==> src/rtl/cmode_cfg_pkg.sv <==
package cmode_cfg_pkg;

  localparam int unsigned WORD_W = 32;

  // unlock nibble and its position
  localparam logic [3:0] UNLOCK_KEY = 4'hE;
  localparam int unsigned KEY_LO    = 20;
  localparam int unsigned KEY_W     = 4;

  // bits held in storage, and the read-only one
  localparam logic [WORD_W-1:0] STORE_MASK = 32'h8007_FFFB;
  localparam logic [WORD_W-1:0] FIXED_ONES = 32'h0008_0000;

  // field positions
  localparam int unsigned TCLR_B   = 31;
  localparam int unsigned FBS_LO   = 16;
  localparam int unsigned LOD_B    = 15;
  localparam int unsigned OPM_LO   = 12;
  localparam int unsigned KSZ_LO   = 10;
  localparam int unsigned SMD_LO   = 8;
  localparam int unsigned DLY_LO   = 4;
  localparam int unsigned DBUF_B   = 3;
  localparam int unsigned TAG_B    = 1;
  localparam int unsigned ENC_B    = 0;

  typedef enum logic [2:0] {
    CHAIN_ECB = 3'd0,
    CHAIN_CBC = 3'd1,
    CHAIN_OFB = 3'd2,
    CHAIN_CFB = 3'd3,
    CHAIN_CTR = 3'd4,
    CHAIN_GCM = 3'd5,
    CHAIN_XTS = 3'd6
  } chain_mode_e;

  typedef struct packed {
    logic        tamper_clr;
    logic [2:0]  fb_size;
    logic        last_out;
    chain_mode_e op_mode;
    logic [1:0]  key_size;
    logic [1:0]  start_mode;
    logic [3:0]  proc_dly;
    logic        dual_buf;
    logic        tag_en;
    logic        encrypt;
  } cfg_fields_t;

endpackage

==> src/rtl/cmode_cfg_wgate.sv <==
module cmode_cfg_wgate
  import cmode_cfg_pkg::*;
(
  input  logic             clk,
  input  logic             rst,
  input  logic             hit_we,
  input  logic             wr_lock,
  input  logic [KEY_W-1:0] key_nib,
  output logic             accept,
  output logic             armed
);

  logic key_ok;

  assign key_ok = (key_nib == UNLOCK_KEY);
  assign accept = hit_we && !wr_lock && (armed || key_ok);

  always_ff @(posedge clk) begin
    if (rst)         armed <= 1'b0;
    else if (accept) armed <= 1'b1;
  end

  // an unarmed write without the unlock nibble leaves it unarmed
  a_r3_first_needs_key: assert property (@(posedge clk) disable iff (rst)
    (!armed && hit_we && (key_nib != UNLOCK_KEY)) |-> !accept);

  a_r3_unarmed_hold: assert property (@(posedge clk) disable iff (rst)
    (!armed && !accept) |=> !armed);

  // once armed, stays armed until reset
  a_r9_armed_sticky: assert property (@(posedge clk) disable iff (rst)
    armed |=> armed);

  // locked writes never pass the gate
  a_r2_lock_blocks: assert property (@(posedge clk) disable iff (rst)
    wr_lock |-> !accept);

endmodule

==> src/rtl/cmode_cfg_store.sv <==
module cmode_cfg_store
  import cmode_cfg_pkg::*;
(
  input  logic              clk,
  input  logic              rst,
  input  logic              accept,
  input  logic [WORD_W-1:0] wdata,
  output logic [WORD_W-1:0] word_q,
  output cfg_fields_t       fields
);

  logic [WORD_W-1:0] q;

  always_ff @(posedge clk) begin
    if (rst)         q <= '0;
    else if (accept) q <= wdata & STORE_MASK;
  end

  always_ff @(posedge clk) begin
    if (rst) begin
      fields <= '0;
    end else if (accept) begin
      fields.tamper_clr <= wdata[TCLR_B];
      fields.fb_size    <= wdata[FBS_LO +: 3];
      fields.last_out   <= wdata[LOD_B];
      fields.op_mode    <= chain_mode_e'(wdata[OPM_LO +: 3]);
      fields.key_size   <= wdata[KSZ_LO +: 2];
      fields.start_mode <= wdata[SMD_LO +: 2];
      fields.proc_dly   <= wdata[DLY_LO +: 4];
      fields.dual_buf   <= wdata[DBUF_B];
      fields.tag_en     <= wdata[TAG_B];
      fields.encrypt    <= wdata[ENC_B];
    end
  end

  assign word_q = q | FIXED_ONES;

  // first cycle after reset holds the reset image
  a_r1_reset_image: assert property (@(posedge clk) disable iff (rst)
    $past(rst) |-> (word_q == FIXED_ONES && fields == '0));

  // decoded fields agree with the stored word
  a_r7_fields_match: assert property (@(posedge clk) disable iff (rst)
    (fields.tamper_clr == word_q[TCLR_B]) &&
    (fields.op_mode == chain_mode_e'(word_q[OPM_LO +: 3])) &&
    (fields.encrypt == word_q[ENC_B]));

  // reserved bits never become set
  a_r6_reserved_clear: assert property (@(posedge clk) disable iff (rst)
    (word_q[30:24] == '0) && !word_q[2] && word_q[19]);

endmodule

==> src/rtl/cmode_cfg_rdport.sv <==
module cmode_cfg_rdport
  import cmode_cfg_pkg::*;
#(
  parameter int unsigned       ADDR_W  = 8,
  parameter logic [ADDR_W-1:0] REG_OFS = 8'h04
)(
  input  logic              clk,
  input  logic              rst,
  input  logic [ADDR_W-1:0] addr,
  input  logic [WORD_W-1:0] word_q,
  output logic [WORD_W-1:0] rdata
);

  always_ff @(posedge clk) begin
    if (rst)                  rdata <= '0;
    else if (addr == REG_OFS) rdata <= word_q;
    else                      rdata <= '0;
  end

  // unlock nibble never visible
  a_r5_key_reads_zero: assert property (@(posedge clk) disable iff (rst)
    rdata[KEY_LO +: KEY_W] == '0);

  // other addresses read zero
  a_r10_miss_reads_zero: assert property (@(posedge clk) disable iff (rst)
    (addr != REG_OFS) |=> (rdata == '0));

endmodule

==> src/rtl/cmode_cfg_reg.sv <==
module cmode_cfg_reg
  import cmode_cfg_pkg::*;
#(
  parameter int unsigned       ADDR_W  = 8,
  parameter logic [ADDR_W-1:0] REG_OFS = 8'h04
)(
  input  logic              clk,
  input  logic              rst,
  input  logic [ADDR_W-1:0] bus_addr,
  input  logic              bus_we,
  input  logic [31:0]       bus_wdata,
  output logic [31:0]       bus_rdata,
  input  logic              wr_lock,
  input  logic              tamper_evt,
  output logic              key_wipe,
  output logic              tamper_clr,
  output logic [2:0]        fb_size,
  output logic              last_out,
  output logic [2:0]        op_mode,
  output logic [1:0]        key_size,
  output logic [1:0]        start_mode,
  output logic [3:0]        proc_dly,
  output logic              dual_buf,
  output logic              tag_en,
  output logic              encrypt
);

  logic              hit_we;
  logic              accept;
  logic              armed;
  logic [WORD_W-1:0] word_q;
  cfg_fields_t       fields;

  assign hit_we = bus_we && (bus_addr == REG_OFS);

  cmode_cfg_wgate u_gate (
    .clk     (clk),
    .rst     (rst),
    .hit_we  (hit_we),
    .wr_lock (wr_lock),
    .key_nib (bus_wdata[KEY_LO +: KEY_W]),
    .accept  (accept),
    .armed   (armed)
  );

  cmode_cfg_store u_store (
    .clk    (clk),
    .rst    (rst),
    .accept (accept),
    .wdata  (bus_wdata),
    .word_q (word_q),
    .fields (fields)
  );

  cmode_cfg_rdport #(
    .ADDR_W  (ADDR_W),
    .REG_OFS (REG_OFS)
  ) u_rd (
    .clk    (clk),
    .rst    (rst),
    .addr   (bus_addr),
    .word_q (word_q),
    .rdata  (bus_rdata)
  );

  assign key_wipe   = tamper_evt && fields.tamper_clr;

  assign tamper_clr = fields.tamper_clr;
  assign fb_size    = fields.fb_size;
  assign last_out   = fields.last_out;
  assign op_mode    = fields.op_mode;
  assign key_size   = fields.key_size;
  assign start_mode = fields.start_mode;
  assign proc_dly   = fields.proc_dly;
  assign dual_buf   = fields.dual_buf;
  assign tag_en     = fields.tag_en;
  assign encrypt    = fields.encrypt;

  // locked write leaves the stored word unchanged
  a_r2_lock_stable: assert property (@(posedge clk) disable iff (rst)
    (wr_lock && bus_we) |=> $stable(word_q));

  // wipe follows the tamper policy bit of the stored word
  a_r8_wipe_policy: assert property (@(posedge clk) disable iff (rst)
    key_wipe == (tamper_evt && word_q[TCLR_B]));

  // a write elsewhere changes nothing
  a_r10_miss_no_write: assert property (@(posedge clk) disable iff (rst)
    (bus_we && bus_addr != REG_OFS) |=> $stable(word_q));

endmodule

==> config.mk <==
export PLATFORM = sky130hd
export DESIGN_NAME = cmode_cfg_reg
export DESIGN_NICKNAME = d
export VERILOG_FILES = /design/src/rtl/cmode_cfg_pkg.sv /design/src/rtl/cmode_cfg_wgate.sv /design/src/rtl/cmode_cfg_store.sv /design/src/rtl/cmode_cfg_rdport.sv /design/src/rtl/cmode_cfg_reg.sv
export SDC_FILE = /design/constraint.sdc
export NUM_CORES = 1
export LEC_CHECK = 0
export BUFFER_PORTS_ARGS = -buffer_cell sky130_fd_sc_hd__buf_2
export CELL_PAD_IN_SITES_DETAIL_PLACEMENT = 1
export CELL_PAD_IN_SITES_GLOBAL_PLACEMENT = 2
export CORE_MARGIN = 4
export CORE_UTILIZATION = 25
export DETAILED_ROUTE_END_ITERATION = 16
export HOLD_SLACK_MARGIN = 0.1
export PLACE_DENSITY_LB_ADDON = 0.1
export SLEW_MARGIN = 20
export SYNTH_ARGS = -nofsm -noshare
export SYNTH_HDL_FRONTEND = slang
export SYNTH_SLANG_ARGS = --single-unit
==> constraint.sdc <==
create_clock -name clk -period 3.4 [get_ports clk]
set_input_delay 0.34 -clock clk [delete_from_list [all_inputs] [get_ports clk]]
set_output_delay 0.34 -clock clk [all_outputs]
set_load 0.005 [all_outputs]
==> flow_metrics.tcl <==
set metrics [dict create \
    status "complete, no violations" \
    layout-drive-gt1-share_pct 38.7 \
    setup_violations 0 \
    first_global_vias 1318 \
    routedWlPerCell_um 13.3 \
    dpl.hpwl_mm 3.00 \
    multiInputGateArea_sq_um 647 \
    antenna_found_initial 0 \
    die_h_um 86.4 \
    cts_setup_buffers 0 \
    wl_mm 3.96 \
    grt_max_degree 41 \
    holdBufCountCts 0 \
    rsz0062_at_grt "no" \
    initial_utilization_pct 25.8 \
    core_sq_um 5960 \
    leakagePower_nw 1.07 \
    seq_area_frac_synth_pct 52.2 \
    gr-total-overflow 0 \
    ioPinCount 97 \
    synthTopCellsByArea "dfxtp_1 52%, nand2b_1 15%, mux2i_1 12%" \
    cts_tree "built" \
    ys_ff_latch 40 \
    syn_inst 147 \
    power.density_nw_per_um2 439 \
    hold_viol_final 0 \
    drtIter0Drc 44 \
    synth_top_area_share_pct 52.2 \
    path_class "in2reg" \
    yosys-top-cells-count "40 x dfxtp_1, 38 x nand2b_1, 21 x nor2_1" \
    synthToLayoutAreaGrowth_pct 32.4 \
    postLayoutCellArea_sq_um 2030 \
    via_per_inst 4.02 \
    synthFlopType "dfxtp_1" \
    vias 1194 \
    numCtsBuffers 5 \
    synth.largest_area_cell "dfxtp_1" \
    hp-class "in2reg" \
    tightest_slew_ns 0.760 \
    gp_congestion 0.772 \
    slew_violations 0 \
    fin_tns_setup_ns 0 \
    synth_cell_types 16 \
    fin_crit_ns 1.64 \
    rows 28 \
    cp-start-kind "input pin" \
    die_w_um 86.4 \
    io_buffers 75 \
    antenna_left 0 \
    cp_data_arrival_time_ns 1.85 \
    cts_root_buf "clkbuf_8" \
    ys_warn_count 0 \
    async_flop_share_pct 0 \
    cts_resized 0 \
    end_kind "flop" \
    route.detailed.drc 0 \
    synthMostInstantiatedCell "dfxtp_1" \
    syn_area_sq_um 1540 \
    grt_pass1_wl_mm 6.42 \
    path_clk_slew_ns 0.08 \
    ir_worst_vdd_uv 138 \
    relSlewSlack_pct 49.2 \
    critPathMaxFanout 11 \
    clock.fmax_ghz 0.609 \
    seq_area_sq_um 801 \
    avgSynthCellArea_sq_um 10.4 \
    htree_levels 2 \
    post-route-period-util_pct 48.3 \
    nFillCells 727 \
    cp.required_ns 3.61 \
    skew_ns 0.00459 \
    dpl_cell_area_sq_um 1920 \
    max-cap-violations 0 \
    fp.dieArea_sq_um 7460 \
    firstDrtPassIters 4 \
    nets 266 \
    cts_max_path_buffers 2 \
    antennaDiodeCount 0 \
    clock_sinks 40 \
    grt_usage_pct 10.9 \
    synth_edf_count 0 \
    insertion_delay_ns 0.28 \
]
==> per-layer routing <==
| metal | wire, um | GRT usage [%] | up-vias |
|---|---|---|---|
| li1 | - | - | 589 |
| met2 | 2060 | 19.5 | 43 |
| met1 | 1560 | 12.1 | 560 |
| met5 | 0 | 0 | - |
| met3 | 300 | 3.33 | 2 |
| met4 | 37 | 4.25 | 0 |
==> final timing paths <==
path                           start                  to  slack (ns)  depth (start not counted)
setup / recovery       bus_wdata[21]   u_store.fields[7]        1.76                          5
hold / removal         bus_wdata[31]  u_store.fields[18]        0.31                          3
hold reg to reg   u_store.fields[15]      u_rd.rdata[16]        0.47                          2
setup reg to reg        u_gate.armed   u_store.fields[7]        1.80                          3
==> flip-flops by register name (all words and copies together) (netlist names) <==
register / flops
u_store.q: 9
u_rd.rdata: 20
u_gate.armed: 1
u_store.fields: 10
==> kinds of logic after synthesis <==
logic type             share of synthesized area (%)
AO/OA/AOI/OAI                                   1.14
other                                          0.244
buffers and inverters                           8.80
AND/OR/NAND/NOR                                 25.3
flip-flops                                      52.2
multiplexers                                    12.4
==> stage by stage <==
| stage | instances | power [mW] | hold slack (ns) | utilization (%) | setup slack [ns] |
|---|---|---|---|---|---|
| global route | 297 | 0.923 | 0.307 | 34.1 | 1.61 |
| global placement | 289 | 0.524 | 0.454 | 32.3 | 1.47 |
| detailed placement | 289 | 0.527 | 0.467 | 32.3 | 1.44 |
| floorplan | 158 | 0.510 | 0.441 | - | 2.07 |
| CTS | 297 | 0.908 | 0.298 | 34.1 | 1.72 |
| finish | 297 | 0.892 | 0.309 | 34.1 | 1.76 |
==> final cells by class <==
cell class | count | share of cell area (%)
flip-flops and latches | 40 | 39.4
multi-input cells | 98 | 31.8
repair buffers | 76 | 18.8
well taps | 75 | 4.62
clock buffers | 6 | 3.57
clock inverters | 2 | 1.72
==> worst max-delay path, cell delays in order <==
cell	delay, ns
buf_2	0.09
and4b_1	0.22
o2111ai_2	0.59
buf_4	0.36
mux2i_1	0.23
==> placed cells by master (no fill, tap or decap) <==
cell and n:
nor4b_4 1, and4b_1 1, dfxtp_1 40, nor4_4 1
clkinv_2 1, clkbuf_1 1, buf_2 75, nand2b_1 38
conb_1 12, o2111ai_2 1, bufinv_16 1, a41oi_1 1
mux2i_1 19, clkbuf_8 5, and2_1 1, nand2_1 1
nor2b_1 1, nor2_1 21, buf_4 1
==> report_power, final <==
group	internal, mW	total [mW]	switching, mW	leakage (nW)
Sequential	0.468	0.468	0.0000128	0.322
Combinational	0.0256	0.0468	0.0212	0.694
Clock	0.218	0.377	0.160	0.0552
Power figures use the tool's default switching activity.
